`config.mk`:
```
export PLATFORM = sky130hd
export DESIGN_NAME = nlsar_seq
export DESIGN_NICKNAME = d
export VERILOG_FILES = /design/src/rtl/nlsar_pkg.sv /design/src/rtl/nlsar_search.sv /design/src/rtl/nlsar_therm.sv /design/src/rtl/nlsar_ctrl.sv /design/src/rtl/nlsar_seq.sv
export SDC_FILE = /design/constraint.sdc
export NUM_CORES = 1
export LEC_CHECK = 0
export BUFFER_PORTS_ARGS = -buffer_cell sky130_fd_sc_hd__buf_4
export CORE_MARGIN = 8
export CORE_UTILIZATION = 40
export CTS_CLUSTER_SIZE = 8
export DETAILED_ROUTE_END_ITERATION = 10
export PLACE_DENSITY = 0.61
export SLEW_MARGIN = 20
export SYNTH_ARGS = -nofsm -noshare
export SYNTH_HDL_FRONTEND = slang
export SYNTH_SLANG_ARGS = --single-unit
```
`constraint.sdc`:
```
create_clock -name clk -period 3.8 [get_ports clk]
set_input_delay 0.19 -clock clk [delete_from_list [all_inputs] [get_ports clk]]
set_output_delay 0.19 -clock clk [all_outputs]
set_load 0.01 [all_outputs]
```
`src/rtl/nlsar_pkg.sv`:
```
package nlsar_pkg;
   typedef enum logic [2:0] {
      ST_IDLE = 3'd0,
      ST_SIGN = 3'd1,
      ST_ZERO = 3'd2,
      ST_SEG  = 3'd3,
      ST_LIN  = 3'd4
   } seq_state_e;
endpackage

```
`src/rtl/nlsar_search.sv`:
```
module nlsar_search #(
   parameter int W = 4
) (
   input  logic         clk,
   input  logic         rst_n,
   input  logic         clear,
   input  logic         step,
   input  logic         cmp,
   output logic [W-1:0] trial,
   output logic [W-1:0] value,
   output logic         last
);
   localparam logic [W-1:0] TOP_BIT = W'(1) << (W - 1);

   logic [W-1:0] val_q;
   logic [W-1:0] mask_q;

   generate
      if (W < 1) begin : g_bad_w
         $error("nlsar_search: W must be at least 1");
      end
   endgenerate

   always_ff @(posedge clk or negedge rst_n) begin
      if (!rst_n) begin
         val_q  <= '0;
         mask_q <= '0;
      end else if (clear) begin
         val_q  <= '0;
         mask_q <= TOP_BIT;
      end else if (step) begin
         if (cmp) val_q <= val_q | mask_q;
         mask_q <= mask_q >> 1;
      end
   end

   assign trial = val_q | mask_q;
   assign value = val_q;
   assign last  = mask_q[0];


   one_trial_bit_chk: assert property (@(posedge clk) disable iff (!rst_n)
      step |-> $onehot(mask_q));
endmodule

```
`src/rtl/nlsar_therm.sv`:
```
module nlsar_therm #(
   parameter int BW = 3,
   localparam int TW = (1 << BW) - 1
) (
   input  logic [BW-1:0] bin,
   output logic [TW-1:0] therm
);
   generate
      for (genvar i = 0; i < TW; i++) begin : g_lvl
         assign therm[i] = (int'(bin) > i);
      end
   endgenerate
endmodule

```
`src/rtl/nlsar_ctrl.sv`:
```
module nlsar_ctrl
   import nlsar_pkg::*;
#(
   parameter int OFS_CYCLES = 4,
   localparam int CNT_W = (OFS_CYCLES > 1) ? $clog2(OFS_CYCLES) : 1
) (
   input  logic       clk,
   input  logic       rst_n,
   input  logic       start,
   input  logic       cmp,
   input  logic       seg_last,
   input  logic       lin_last,
   output seq_state_e state,
   output logic       sign_q,
   output logic       search_clear,
   output logic       seg_step,
   output logic       lin_step,
   output logic       finish
);
   localparam logic [CNT_W-1:0] CNT_END = CNT_W'(OFS_CYCLES - 1);

   logic [CNT_W-1:0] cnt_q;

   generate
      if (OFS_CYCLES < 1) begin : g_bad_ofs
         $error("nlsar_ctrl: OFS_CYCLES must be at least 1");
      end
   endgenerate

   always_ff @(posedge clk or negedge rst_n) begin
      if (!rst_n) begin
         state  <= ST_IDLE;
         cnt_q  <= '0;
         sign_q <= 1'b0;
      end else begin
         case (state)
            ST_IDLE: if (start) state <= ST_SIGN;
            ST_SIGN: begin
               sign_q <= cmp;
               cnt_q  <= '0;
               state  <= ST_ZERO;
            end
            ST_ZERO: begin
               if (cnt_q == CNT_END) state <= ST_SEG;
               else cnt_q <= cnt_q + 1'b1;
            end
            ST_SEG:  if (seg_last) state <= ST_LIN;
            ST_LIN:  if (lin_last) state <= ST_IDLE;
            default: state <= ST_IDLE;
         endcase
      end
   end

   assign search_clear = (state == ST_IDLE) && start;
   assign seg_step     = (state == ST_SEG);
   assign lin_step     = (state == ST_LIN);
   assign finish       = (state == ST_LIN) && lin_last;


   sign_one_cycle_chk: assert property (@(posedge clk) disable iff (!rst_n)
      (state == ST_SIGN) |=> (state == ST_ZERO));


   zero_window_chk: assert property (@(posedge clk) disable iff (!rst_n)
      (state == ST_ZERO) |-> (cnt_q <= CNT_END));
endmodule

```
`src/rtl/nlsar_seq.sv`:
```
module nlsar_seq
   import nlsar_pkg::*;
#(
   parameter int SEG_W      = 3,
   parameter int LIN_W      = 4,
   parameter int OFS_CYCLES = 4,
   localparam int THERM_W   = (1 << SEG_W) - 1,
   localparam int CODE_W    = 1 + SEG_W + LIN_W
) (
   input  logic               clk,
   input  logic               rst_n,
   input  logic               start,
   input  logic               cmp_hi,
   output logic               dac_base,
   output logic               az_en,
   output logic               dac_neg,
   output logic [THERM_W-1:0] seg_therm,
   output logic [LIN_W-1:0]   dac_lin,
   output logic               busy,
   output logic               done,
   output logic [CODE_W-1:0]  code
);
   seq_state_e       state;
   logic             sign_q;
   logic             search_clear;
   logic             seg_step;
   logic             lin_step;
   logic             finish;
   logic [SEG_W-1:0] seg_trial;
   logic [SEG_W-1:0] seg_val;
   logic             seg_last;
   logic [LIN_W-1:0] lin_trial;
   logic [LIN_W-1:0] lin_val;
   logic             lin_last;
   logic [SEG_W-1:0] seg_show;

   generate
      if (SEG_W < 1 || SEG_W > 5) begin : g_bad_seg
         $error("nlsar_seq: SEG_W out of range 1..5");
      end
      if (LIN_W < 1) begin : g_bad_lin
         $error("nlsar_seq: LIN_W must be at least 1");
      end
   endgenerate

   nlsar_ctrl #(.OFS_CYCLES(OFS_CYCLES)) u_ctrl (
      .clk(clk), .rst_n(rst_n), .start(start), .cmp(cmp_hi),
      .seg_last(seg_last), .lin_last(lin_last), .state(state),
      .sign_q(sign_q), .search_clear(search_clear), .seg_step(seg_step),
      .lin_step(lin_step), .finish(finish)
   );

   nlsar_search #(.W(SEG_W)) u_seg (
      .clk(clk), .rst_n(rst_n), .clear(search_clear), .step(seg_step),
      .cmp(cmp_hi), .trial(seg_trial), .value(seg_val), .last(seg_last)
   );

   nlsar_search #(.W(LIN_W)) u_lin (
      .clk(clk), .rst_n(rst_n), .clear(search_clear), .step(lin_step),
      .cmp(cmp_hi), .trial(lin_trial), .value(lin_val), .last(lin_last)
   );

   always_comb begin
      if (state == ST_SEG)      seg_show = seg_trial;
      else if (state == ST_LIN) seg_show = seg_val;
      else                      seg_show = '0;
   end

   nlsar_therm #(.BW(SEG_W)) u_therm (.bin(seg_show), .therm(seg_therm));

   assign dac_base = (state == ST_SIGN);
   assign az_en    = (state == ST_ZERO);
   assign dac_neg  = ((state == ST_SEG) || (state == ST_LIN)) && !sign_q;
   assign dac_lin  = (state == ST_LIN) ? lin_trial : '0;
   assign busy     = (state != ST_IDLE);

   always_ff @(posedge clk or negedge rst_n) begin
      if (!rst_n) begin
         done <= 1'b0;
         code <= '0;
      end else begin
         done <= finish;
         if (finish) code <= {sign_q, seg_val, (cmp_hi ? lin_trial : lin_val)};
      end
   end


   done_pulse_chk: assert property (@(posedge clk) disable iff (!rst_n)
      done |=> !done);


   start_ignored_chk: assert property (@(posedge clk) disable iff (!rst_n)
      (busy && start) |=> (busy || done));


   therm_form_chk: assert property (@(posedge clk) disable iff (!rst_n)
      ((seg_therm & (seg_therm + 1'b1)) == '0));


   az_quiet_chk: assert property (@(posedge clk) disable iff (!rst_n)
      az_en |-> (!dac_base && dac_lin == '0 && seg_therm == '0));


   lin_held_chk: assert property (@(posedge clk) disable iff (!rst_n)
      (dac_lin != '0) |=> ((dac_lin != '0 && $stable(seg_therm)) || done));
endmodule

```
Word-level counts from Yosys, hierarchy flattened
Cells that the tools add are included.
Operators by class
  add/sub/neg operators: 1
  order comparisons: 7
  equal/unequal tests: 10
  mux-type cells: 20
  bitwise operators: 2
  reductions and logical operators: 14
Operators with widths (number)
  $mux W3: 11
  $mux W4: 6
  $pmux W3 S5: 1
  $gt A3 B3 Y1 const B: 3
  $reduce_bool A2 Y1: 4
  $eq A3 B2 Y1 const B: 2
  $gt A3 B1 Y1 const B: 2
  $gt A3 B2 Y1 const B: 2
  $ne A2 B1 Y1 const B: 3
  $ne A2 B2 Y1 const B: 2
  $or A4 B4 Y4: 1
  $pmux W2 S2: 1
  $reduce_and A2 Y1: 2
  $reduce_and A4 Y1: 1
  $eq A3 B1 Y1 const B: 1
  $eq A3 B3 Y1 const B: 1
  $logic_and A1 B1 Y1: 3
  $logic_not A3 Y1: 1
  $or A3 B3 Y3: 1
  $reduce_bool A3 Y1: 1
  $add A2 B1 Y2 const B: 1
  $eq A2 B2 Y1 const B: 1
  $mux W2: 1
  $logic_not A1 Y1: 1
  $logic_or A1 B1 Y1: 1
Word-level totals
  register bits: 29
  input bits: 4
  logic and storage cells: 63

Logic depth before layout (Yosys ltp)
Gate-level depths: netlist (run 1).
  depth in word-level cells: 4
  gate-level depth with buffers: 7
  depth with buffers taken out: 5

Hierarchy
A second synthesis (run 1) with hierarchy kept.
Unflattened totals
  cells, all modules: 129
  area total of the unflattened synthesis: 1436.4 um^2
Modules (own cells, without submodules)
  nlsar_seq: instances 1, cells each 40, area an instance 479.2 um^2, sequential area each 225.2 um^2
  nlsar_search at u_lin: instances 1, cells each 30, area an instance 336.6 um^2, sequential area each 200.2 um^2
  nlsar_ctrl: instances 1, cells each 30, area an instance 324.1 um^2, sequential area each 150.1 um^2
  nlsar_search at u_seg: instances 1, cells each 22, area an instance 249.0 um^2, sequential area each 150.1 um^2
  nlsar_therm: instances 1, cells each 7, area an instance 47.5 um^2, sequential area each 0.0 um^2

Worst setup path after synthesis (run 1)
OpenSTA, ideal clock, no wires.
  path type: register to output
  from: register u_ctrl.state[0]
  to: output seg_therm[4]
  data arrival time: 1.214 ns
  required time: 3.610 ns
  path slack: 2.396 ns
  stages on the path, launching flop included: 6
  path buffers: 2
  cells stage by stage: dfrtp_1 -> buf_4 -> nor3b_4 -> buf_6 -> a21oi_2 -> o31ai_2
Between the ends
  cells in the longest elaborated chain, start to end: 4
  elaborated cells on any way between the ends: 5
RTL lines
  start, declared: line nlsar_ctrl.sv:13  | output seq_state_e state,
  start signal, assigned: line nlsar_ctrl.sv:32  | state <= ST_IDLE;
  start signal, assigned: line nlsar_ctrl.sv:37  | ST_IDLE: if (start) state <= ST_SIGN;
  start signal, assigned: line nlsar_ctrl.sv:41  | state <= ST_ZERO;
  $eq A3 B3 Y1: line nlsar_seq.sv:65  | else if (state == ST_LIN) seg_show = seg_val;
  $mux W3: line nlsar_seq.sv:65
  $mux W3 (*): line nlsar_seq.sv:64  | if (state == ST_SEG) seg_show = seg_trial;
  $gt A3 B3 Y1 (*): line nlsar_therm.sv:10  | assign therm[i] = (int'(bin) > i);
  end, declared: line nlsar_seq.sv:17  | output logic [THERM_W-1:0] seg_therm,
Every way passes the cells marked *; elsewhere a longest branch is shown, timed or not.

Worst setup path in the final report (run 1)
  from: register u_ctrl.state[2]
  to: output seg_therm[4]
Same word-level chain as after synthesis.

==> results of run 1 <==
==> area by class of cell <==
cell class              count  area share
flip-flops and latches     29       0.428
clock inverters             3      0.0103
clock buffers               5      0.0222
repair buffers             28       0.126
well taps                  48      0.0355
multi-input cells          98       0.369
inverters                   4     0.00886
==> logic make-up (layout without fill, tap and decap cells) <==
family,Yosys count,count (layout)
muxes,6,6
DFF,29,29
and+or+nand+nor,57,57
adders and majority gates,1,1
AOI/OAI and AO/OA,34,34
buffers and inverters,13,40
==> metrics by stage <==
stage                     hold WS [ns]  total power, mW  instances
after floorplan                 -0.106            0.729        140
after global placement           0.133            0.785        206
after detailed placement         0.132            0.797        206
after CTS                        0.141            0.981        215
after global routing             0.163             1.04        215
final                            0.157            0.969        215
==> repair_timing <==
| item | 4_1_cts | 5_1_grt |
|---|---|---|
| hold buffers | 1 | 0 |
| resized for setup | 0 | 0 |
| buffers inserted | 0 | 0 |
| hold endpoints to repair | 29 | 0 |
==> how the worst min path moves through the flow <==
stage                     startpoint                          end  slack [ns]  depth (start not counted)
after floorplan                rst_n          code[0]$_DFFE_PN0P_       -0.11                          0
after global placement         rst_n          code[1]$_DFFE_PN0P_        0.13                          1
after detailed placement       rst_n          code[2]$_DFFE_PN0P_        0.13                          1
after CTS                      start  u_ctrl.state[0]$_DFFE_PN0P_        0.14                          3
after global routing          cmp_hi    u_ctrl.sign_q$_DFFE_PN0P_        0.16                          3
final                          start  u_ctrl.state[0]$_DFFE_PN0P_        0.16                          3
==> power groups by stage <==
| stage | clock [mW] | combinational [mW] | sequential [mW] |
|---|---|---|---|
| 6_report | 0.182 | 0.324 | 0.462 |
| 5_1_grt | 0.203 | 0.367 | 0.473 |
| 4_1_cts | 0.188 | 0.331 | 0.462 |
| 3_5_place_dp | 0 | 0.329 | 0.468 |
| 3_3_place_gp | 0 | 0.323 | 0.462 |
| 2_1_floorplan | 0 | 0.300 | 0.429 |
==> state kept, by name (all words and copies together), names as in the netlist <==
register,flops
u_ctrl.state,3
u_lin.value,4
u_ctrl.sign_q,1
u_lin.mask_q,4
u_seg.mask_q,3
u_seg.value,3
done,1
u_ctrl.cnt_q,2
code,8
==> routing by layer <==
layer	track usage	up-vias	part of all wire
met2	0.165	23	0.46
met4	0.0519	0	0.0096
li1	-	537	-
met5	0	-	0
met1	0.127	509	0.48
met3	0.0389	5	0.047
==> worst max-delay path: stages, from the launching register on <==
cell     delay, ns
dfrtp_1       0.54
nor3b_4       0.58
a21oi_1       0.24
o31ai_2       0.25
buf_4         0.15
==> placed cells by master (no fill, tap or decap), types with 2 or more instances in the layout <==
master,instances
a21o_1,5
a21oi_1,10
a21oi_2,5
a22o_1,3
a31oi_1,5
and3_1,2
buf_4,27
clkbuf_4,5
clkinv_2,2
dfrtp_1,29
inv_1,4
mux2_4,4
mux2i_1,2
nand2_1,15
nor2_1,25
nor2_2,4
nor3_1,2
o21ai_0,2
==> results.py, run 1 <==
metrics = {
    "critical_path": {
        "reg2reg_slack_ns": 1.81,
        "crit_type": "register to output port",
        "cp-startpoint": "u_ctrl.state[2]$_DFFE_PN0P_",
        "cp.required_ns": 3.61,
        "path_max_fanout": 13,
        "arrival_ns": 2.10,
        "r2r-start": "u_ctrl.state[1]$_DFFE_PN0P_",
        "cp-endpoint": "seg_therm[4]",
        "startpoint_type": "register",
        "timing.rr.end": "u_lin.mask_q[1]$_DFFE_PN0P_",
        "crit_path_end_kind": "output port",
        "ff2ff_path_depth": 3,
    },
    "sta": {
        "final-hold-violation-count": 0,
        "final-setup-viol-count": 0,
        "tightest_slew_ns": 1.00,
        "rsz0062_at_grt": "false",
        "fin_setup_tns_ns": 0,
        "fin_crit_sh": 0.602,
        "maxSlewHeadroom": 0.332,
        "slew_violations": 0,
        "layout_setup_ws_ns": 1.51,
        "fmax_ghz": 0.437,
        "period_needed_ns": 2.29,
        "finClkSkew_ns": 0.0110,
    },
    "synth": {
        "synth_edf_count": 0,
        "synth_area_leaders": "dfrtp_1 50%, nor2_1 6.4%, mux2_4 4.1%, nand2_1 3.9%, a21oi_1 3.4%",
        "synthAdderAreaFrac": 0.00860,
        "ys_seq_elements": 29,
        "synthArstFlopShare": 1.00,
        "yosysUniqueCellTypes": 34,
        "yosys_warnings": 0,
        "synthCells": 140,
        "synth_most_common_cell": "dfrtp_1",
        "synth_area_sq_um": 1460,
        "yosysTopAreaCell": "dfrtp_1",
        "synth_xor_area_frac": 0,
        "ys.flop_type": "dfrtp_1",
        "synth_top_family_by_area": "simple AND/OR/NAND/NOR gates",
        "yosysSeqAreaShare": 0.499,
        "synth.avg_cell_area_sq_um": 10.4,
        "synthSimpleGateAreaFrac": 0.206,
        "synth_compound_gate_area_share": 0.160,
        "muxShareOfSynthArea": 0.0550,
        "synth_commonest_cells": "29 x dfrtp_1, 25 x nor2_1, 15 x nand2_1, 10 x a21oi_1",
        "syn-num-nets": 145,
        "synth_top_area_share": 0.499,
    },
    "pwr": {
        "combinationalPowerShare": 0.335,
        "p_sw_mw": 0.380,
        "sw_frac_of_total": 0.392,
        "ir_drop_mv": 0.442,
        "power_leakage_nw": 0.836,
        "pwr-share-clk": 0.188,
        "cellPowerDensity_nw_per_um2": 572,
        "intPower_mw": 0.589,
        "seqPwrFrac": 0.477,
    },
    "placement": {
        "placedInstanceArea_sq_um": 1630,
        "io_buffers": 27,
        "gp_congestion": 0.718,
        "dpl.hpwl_um": 2160,
        "place_ws_ns": 1.81,
    },
    "routing": {
        "ant_nets": 0,
        "dr.pass1.iters": 4,
        "vias": 1074,
        "vias_per_cell": 5.00,
        "wire_per_inst_um": 14.1,
        "drc_errors": 0,
        "drt_wl_total_um": 3020,
        "first_iter_violations": 37,
    },
    "layout": {
        "fillers": 363,
        "multi_input_area_sq_um": 626,
        "num-nets-final": 171,
        "num_antenna_cells": 0,
        "seq_area_sq_um": 726,
        "drive_above_1_share": 0.317,
        "final_area_sq_um": 1690,
        "utilization": 0.473,
        "syn2layout_area_growth_pct": 16.4,
    },
    "floorplan": {
        "die_x_um": 76.3,
        "core_area_sq_um": 3580,
        "die_h_um": 76.3,
        "start_util": 0.407,
        "rows": 22,
        "dieArea_sq_um": 5820,
        "pin_count": 28,
    },
    "run_status": {
        "outcome": "finished clean",
    },
    "clock_tree": {
        "numClockSinks": 29,
        "cts_root_buf": "clkbuf_4",
        "cts_tree": "yes",
        "cts_buffers": 5,
        "clockBufferDepth": 2,
        "clkTransAtPathRegs_ns": 0.09,
        "cts-htree-levels": 2,
        "clock_latency_ns": 0.33,
    },
    "global_routing": {
        "overflow": 0,
        "grt_usage": 0.106,
        "grt_pass1_vias": 1000,
        "grt_max_degree": 30,
        "antenna_found_initial": 0,
        "grt_pass1_wl_um": 5000,
    },
    "run": {
        "drv_cap": 0,
    },
    "worst_hold_path": {
        "min_path_type": "input port to register",
    },
}
Power figures use the tool's default switching activity.
==> inputs of run 2 (changes only) <==
- PLACE_DENSITY: 0.61 -> 0.63
- clock period: 3.8 -> 2 ns (I/O delays scaled with it)
==> run 2 against run 1 <==
  * Final cell count rose by 1.9%
  * Sequential cell count did not move
  * Combinational power rose by 96%
  * Worst setup slack got worse by 1.4 ns
  * Worst hold slack got worse by 0.10 ns
  * Final area rose by 2.4%
==> results.py, run 2 (synthesis gave the netlist of run 1 again) <==
metrics = {
    "global_routing": {
        "grt_pass1_wl_um": 5340,
        "overflow": 0,
        "grt_pass1_vias": 1098,
        "antenna_found_initial": 0,
        "grt_usage": 0.113,
        "grt_max_degree": 30,
    },
    "layout": {
        "num-nets-final": 176,
        "top_register": "code",
        "layout_commonest_cell": "buf_4",
        "layout.cells.non_filler": 219,
        "final_cell_mix": "32 x buf_4, 26 x dfrtp_1, 25 x nor2_1, 15 x nand2_1, 10 x a21oi_1",
        "largest_register_ffs": 8,
        "drive_above_1_share": 0.345,
        "fillers": 354,
        "num_antenna_cells": 0,
        "syn2layout_area_growth_pct": 19.3,
    },
    "sta": {
        "slew_violations": 0,
        "fmax_ghz": 0.528,
        "maxSlewHeadroom": 0.755,
        "fin_crit_sh": 0.948,
        "whs_ns": 0.0560,
        "rsz0062_at_grt": "false",
        "fin_setup_tns_ns": 0,
        "finClkSkew_ns": 0.00901,
        "tightest_slew_ns": 0.367,
        "final-setup-viol-count": 0,
        "layout_setup_ws_ns": 0.104,
        "final-hold-violation-count": 0,
        "period_needed_ns": 1.90,
    },
    "pwr": {
        "power_leakage_nw": 0.860,
        "pwr-share-clk": 0.192,
        "intPower_mw": 1.16,
        "finalPower_mw": 1.88,
        "ir_drop_mv": 0.433,
        "combinationalPowerShare": 0.339,
        "p_sw_mw": 0.711,
        "sw_frac_of_total": 0.379,
        "cellPowerDensity_nw_per_um2": 1080,
        "seqPwrFrac": 0.469,
    },
    "routing": {
        "vias_per_cell": 4.87,
        "ant_nets": 0,
        "vias": 1066,
        "dr.pass1.iters": 4,
        "wire_per_inst_um": 13.8,
        "drt_wl_total_um": 3010,
        "first_iter_violations": 74,
        "drc_errors": 0,
    },
    "clock_tree": {
        "clkTransAtPathRegs_ns": 0.09,
        "cts_tree": "yes",
        "clockBufferDepth": 2,
        "numClockSinks": 29,
        "cts_buffers": 5,
        "cts-htree-levels": 2,
        "clock_latency_ns": 0.33,
        "cts_root_buf": "clkbuf_4",
    },
    "run_status": {
        "outcome": "finished clean",
    },
    "floorplan": {
        "die_x_um": 76.3,
        "start_util": 0.407,
        "die_h_um": 76.3,
        "dieArea_sq_um": 5820,
        "core_area_sq_um": 3580,
        "rows": 22,
        "pin_count": 28,
    },
    "placement": {
        "place_inst": 209,
        "place_ws_ns": 0.353,
        "gp_congestion": 0.775,
        "io_buffers": 27,
        "dpl.hpwl_um": 2190,
    },
    "run": {
        "drv_cap": 0,
    },
    "critical_path": {
        "crit_path_end_kind": "output port",
        "crit_buf_inv": 1,
        "crit_type": "register to output port",
        "cp.required_ns": 1.90,
        "startpoint_type": "register",
        "path_max_fanout": 10,
        "crit_slowest_cell": "dfrtp_2",
        "arrival_ns": 1.80,
        "path_cells": "and3b_1, a21oi_1, a21o_1, nand2_1, buf_4",
        "slowest_delay_ns": 0.53,
        "cp-startpoint": "u_ctrl.state[0]$_DFFE_PN0P_",
        "r2r-start": "u_ctrl.state[1]$_DFFE_PN0P_",
        "crit_family": "flip-flops",
    },
    "worst_hold_path": {
        "min_from": "start",
        "min_path_type": "input port to register",
    },
}
## run 2: cell count changes in the layout (fill, tap and decap cells not counted)
| cell | delta |
|---|---|
| buf_4 | +5 |
| clkbuf_1 | +1 |
| clkbuf_8 | +1 |
| clkinv_2 | -2 |
| clkinvlp_4 | -1 |
| dfrtp_1 | -3 |
| dfrtp_2 | +3 |
## run 2: final timing paths
kind,slack [ns],end,cells after the start
max,0.10,seg_therm[0],5
min reg2reg,0.49,u_ctrl.state[2]$_DFFE_PN0P_,1
max in group asynchronous,1.49,u_ctrl.state[2]$_DFFE_PN0P_,2
min in group asynchronous,0.22,u_ctrl.cnt_q[1]$_DFFE_PN0P_,2
min,0.06,u_ctrl.state[0]$_DFFE_PN0P_,3
max reg2reg,0.46,code[5]$_DFFE_PN0P_,4
## run 2: stage by stage
step	instance area [sq um]	util
after floorplan	1460	-
after global placement	1650	0.462
after detailed placement	1650	0.462
after CTS	1720	0.480
after global routing	1740	0.485
final	1740	0.485
## run 2: worst min-delay path, cell delays in order
cell     delay, ns
buf_4         0.09
a22oi_1       0.07
nor2_1        0.09
## run 2: layout make-up
| type | count | area (sq um) | area share |
|---|---|---|---|
| Multi-Input combinational cell | 98 | 626 | 0.360 |
| Inverter | 4 | 15.0 | 0.00865 |
| Timing Repair Buffer | 33 | 250 | 0.144 |
| Sequential cell | 29 | 729 | 0.420 |
| Tap cell | 48 | 60.1 | 0.0346 |
| Clock buffer | 7 | 55.1 | 0.0317 |
## run 2: power groups by stage
stage / Sequential [mW] / Combinational, mW / Clock [mW]
floorplan: 0.814 / 0.570 / 0
global placement: 0.879 / 0.623 / 0
detailed placement: 0.887 / 0.636 / 0
CTS: 0.877 / 0.643 / 0.373
global route: 0.903 / 0.715 / 0.392
finish: 0.879 / 0.636 / 0.360
## run 2: timing repair
action	CTS	global route
pin swaps	0	1
resized for setup	2	1
endpoints found under the setup margin	1	4
hold endpoints to repair	29	0
hold buffers	1	0
setup buffers	0	2
## run 2: metal layers
| layer | vias to the layer above | routed length [um] | GRT usage |
|---|---|---|---|
| met5 | - | 0 | 0 |
| met4 | 0 | 57 | 0.0462 |
| met3 | 7 | 129 | 0.0389 |
| met2 | 20 | 1500 | 0.184 |
| met1 | 502 | 1330 | 0.131 |
| li1 | 537 | - | - |
==> inputs of run 3 (changes only) <==
- CELL_PAD_IN_SITES_DETAIL_PLACEMENT: default -> 1
- CELL_PAD_IN_SITES_GLOBAL_PLACEMENT: default -> 1
- CORE_UTILIZATION: 40 -> 38
- PLACE_DENSITY: 0.63 -> 0.75
==> run 3 against run 2 <==
  * Non-clock buffer count rose by 3
  * Clock-buffer cell count did not move
  * Worst hold slack improved by 0.078 ns
  * Highest routed layer unchanged
  * Clock skew fell by 0.0027 ns
  * Via count rose by 5.4%
  * Utilization rose by 0.38 points
  * Largest power group unchanged
  * Worst setup slack improved by 0.014 ns
  * Critical path depth fell by 1
  * Routed wire length rose by 22%
  * Combinational power rose by 5.3%
  * Clock power rose by 32%
==> results.py, run 3 (synthesis gave the netlist of run 1 again) <==
metrics = {
    "sta": {
        "finClkSkew_ns": 0.00627,
        "slew_violations": 0,
        "fin_crit_sh": 0.941,
        "fmax_ghz": 0.531,
        "final-hold-violation-count": 0,
        "final-setup-viol-count": 0,
        "rsz0062_at_grt": "false",
        "period_needed_ns": 1.88,
        "fin_setup_tns_ns": 0,
        "maxSlewHeadroom": 0.750,
        "whs_ns": 0.134,
        "tightest_slew_ns": 0.374,
    },
    "global_routing": {
        "antenna_found_initial": 0,
        "grt_pass1_wl_um": 6110,
        "grt_max_degree": 30,
        "overflow": 0,
        "grt_pass1_vias": 1192,
        "grt_usage": 0.127,
    },
    "worst_hold_path": {
        "min_path_type": "input port to register",
    },
    "pwr": {
        "ir_drop_mv": 0.645,
        "cellPowerDensity_nw_per_um2": 1140,
        "power_leakage_nw": 0.889,
    },
    "layout": {
        "fillers": 416,
        "layout_commonest_cell": "buf_4",
        "top_register": "code",
        "syn2layout_area_growth_pct": 23.0,
        "drive_above_1_share": 0.356,
        "num_antenna_cells": 0,
        "final_cell_mix": "35 x buf_4, 26 x dfrtp_1, 25 x nor2_1, 15 x nand2_1, 10 x a21oi_1",
        "largest_register_ffs": 8,
        "num-nets-final": 179,
    },
    "clock_tree": {
        "cts-htree-levels": 2,
        "cts_tree": "yes",
        "clockBufferDepth": 2,
        "cts_root_buf": "clkbuf_8",
        "numClockSinks": 29,
        "cts_buffers": 5,
        "clkTransAtPathRegs_ns": 0.06,
        "clock_latency_ns": 0.28,
    },
    "critical_path": {
        "timing.rr.end": "u_lin.mask_q[0]$_DFFE_PN0P_",
        "cp-endpoint": "seg_therm[4]",
        "cp-startpoint": "u_ctrl.state[0]$_DFFE_PN0P_",
        "path_max_fanout": 10,
        "reg2reg_slack_ns": 0.39,
        "arrival_ns": 1.78,
        "startpoint_type": "register",
        "crit_type": "register to output port",
        "cp.required_ns": 1.90,
        "r2r-start": "u_ctrl.state[0]$_DFFE_PN0P_",
        "crit_path_end_kind": "output port",
        "ff2ff_path_depth": 5,
    },
    "floorplan": {
        "start_util": 0.397,
        "dieArea_sq_um": 6070,
        "die_h_um": 77.9,
        "core_area_sq_um": 3660,
        "die_x_um": 77.9,
        "pin_count": 28,
        "rows": 22,
    },
    "placement": {
        "dpl.hpwl_um": 2640,
        "io_buffers": 27,
        "gp_congestion": 0.765,
    },
    "run": {
        "drv_cap": 0,
    },
    "routing": {
        "first_iter_violations": 39,
        "vias": 1124,
        "drc_errors": 0,
        "vias_per_cell": 5.06,
        "wire_per_inst_um": 16.5,
        "dr.pass1.iters": 4,
        "ant_nets": 0,
        "drt_wl_total_um": 3660,
    },
    "run_status": {
        "outcome": "finished clean",
    },
}
==> run 3: cell types whose count changed in the layout (fill, tap and decap cells not counted), sizes merged <==
cell | before | now
buf | 32 | 35
==> run 3: metal layers <==
| layer | wire length [um] | up-vias | track usage |
|---|---|---|---|
| met5 | 0 | - | 0 |
| met4 | 57 | 0 | 0.0566 |
| met2 | 1730 | 29 | 0.195 |
| li1 | - | 542 | - |
| met3 | 205 | 5 | 0.0495 |
| met1 | 1670 | 548 | 0.154 |
==> run 3: cell type report <==
cell class / instances / area (sq um) / share of cell area
Sequential cell: 29 / 729 / 0.408
Tap cell: 48 / 60.1 / 0.0336
Clock buffer: 7 / 86.3 / 0.0483
Timing Repair Buffer: 36 / 273 / 0.152
Inverter: 4 / 15.0 / 0.00839
Multi-Input combinational cell: 98 / 626 / 0.350
==> run 3: power breakdown <==
part           total (mW)  internal [mW]  switching [mW]
logic               0.670          0.311           0.359
clock network       0.476          0.272           0.204
registers           0.889          0.703           0.185
total                2.03           1.29           0.748
==> run 3: timing repair <==
item	in CTS	in global routing
hold endpoints to repair	29	0
buffers inserted	0	4
endpoints found under the setup margin	0	5
resized for setup	0	3
hold buffers	1	0
==> run 3: how the worst min path moves through the flow <==
stage	from	to	slack, ns	depth (start not counted)
after floorplan	rst_n	code[0]$_DFFE_PN0P_	-0.20	0
after global placement	rst_n	code[1]$_DFFE_PN0P_	0.04	1
after detailed placement	rst_n	code[1]$_DFFE_PN0P_	0.05	1
after CTS	start	u_ctrl.state[0]$_DFFE_PN0P_	0.10	3
after global routing	start	u_ctrl.state[0]$_DFFE_PN0P_	0.13	3
final	start	u_ctrl.state[0]$_DFFE_PN0P_	0.13	3
==> run 3: per-stage QoR <==
stage / worst slack, ns / power (mW) / area, sq um / cells / util
after floorplan: 0.632 / 1.38 / 1460 / 140 / -
after global placement: 0.432 / 1.49 / 1660 / 210 / 0.453
after detailed placement: 0.320 / 1.55 / 1660 / 210 / 0.453
after CTS: 0.0142 / 2.03 / 1760 / 218 / 0.479
after global routing: 0.000426 / 2.19 / 1790 / 222 / 0.489
final: 0.118 / 2.03 / 1790 / 222 / 0.489
==> run 3: worst max-delay path, stage by stage (launching register included) <==
cell	delay, ns
dfrtp_2	0.50
nor3b_4	0.37
a21oi_1	0.20
o31ai_2	0.27
buf_4	0.16
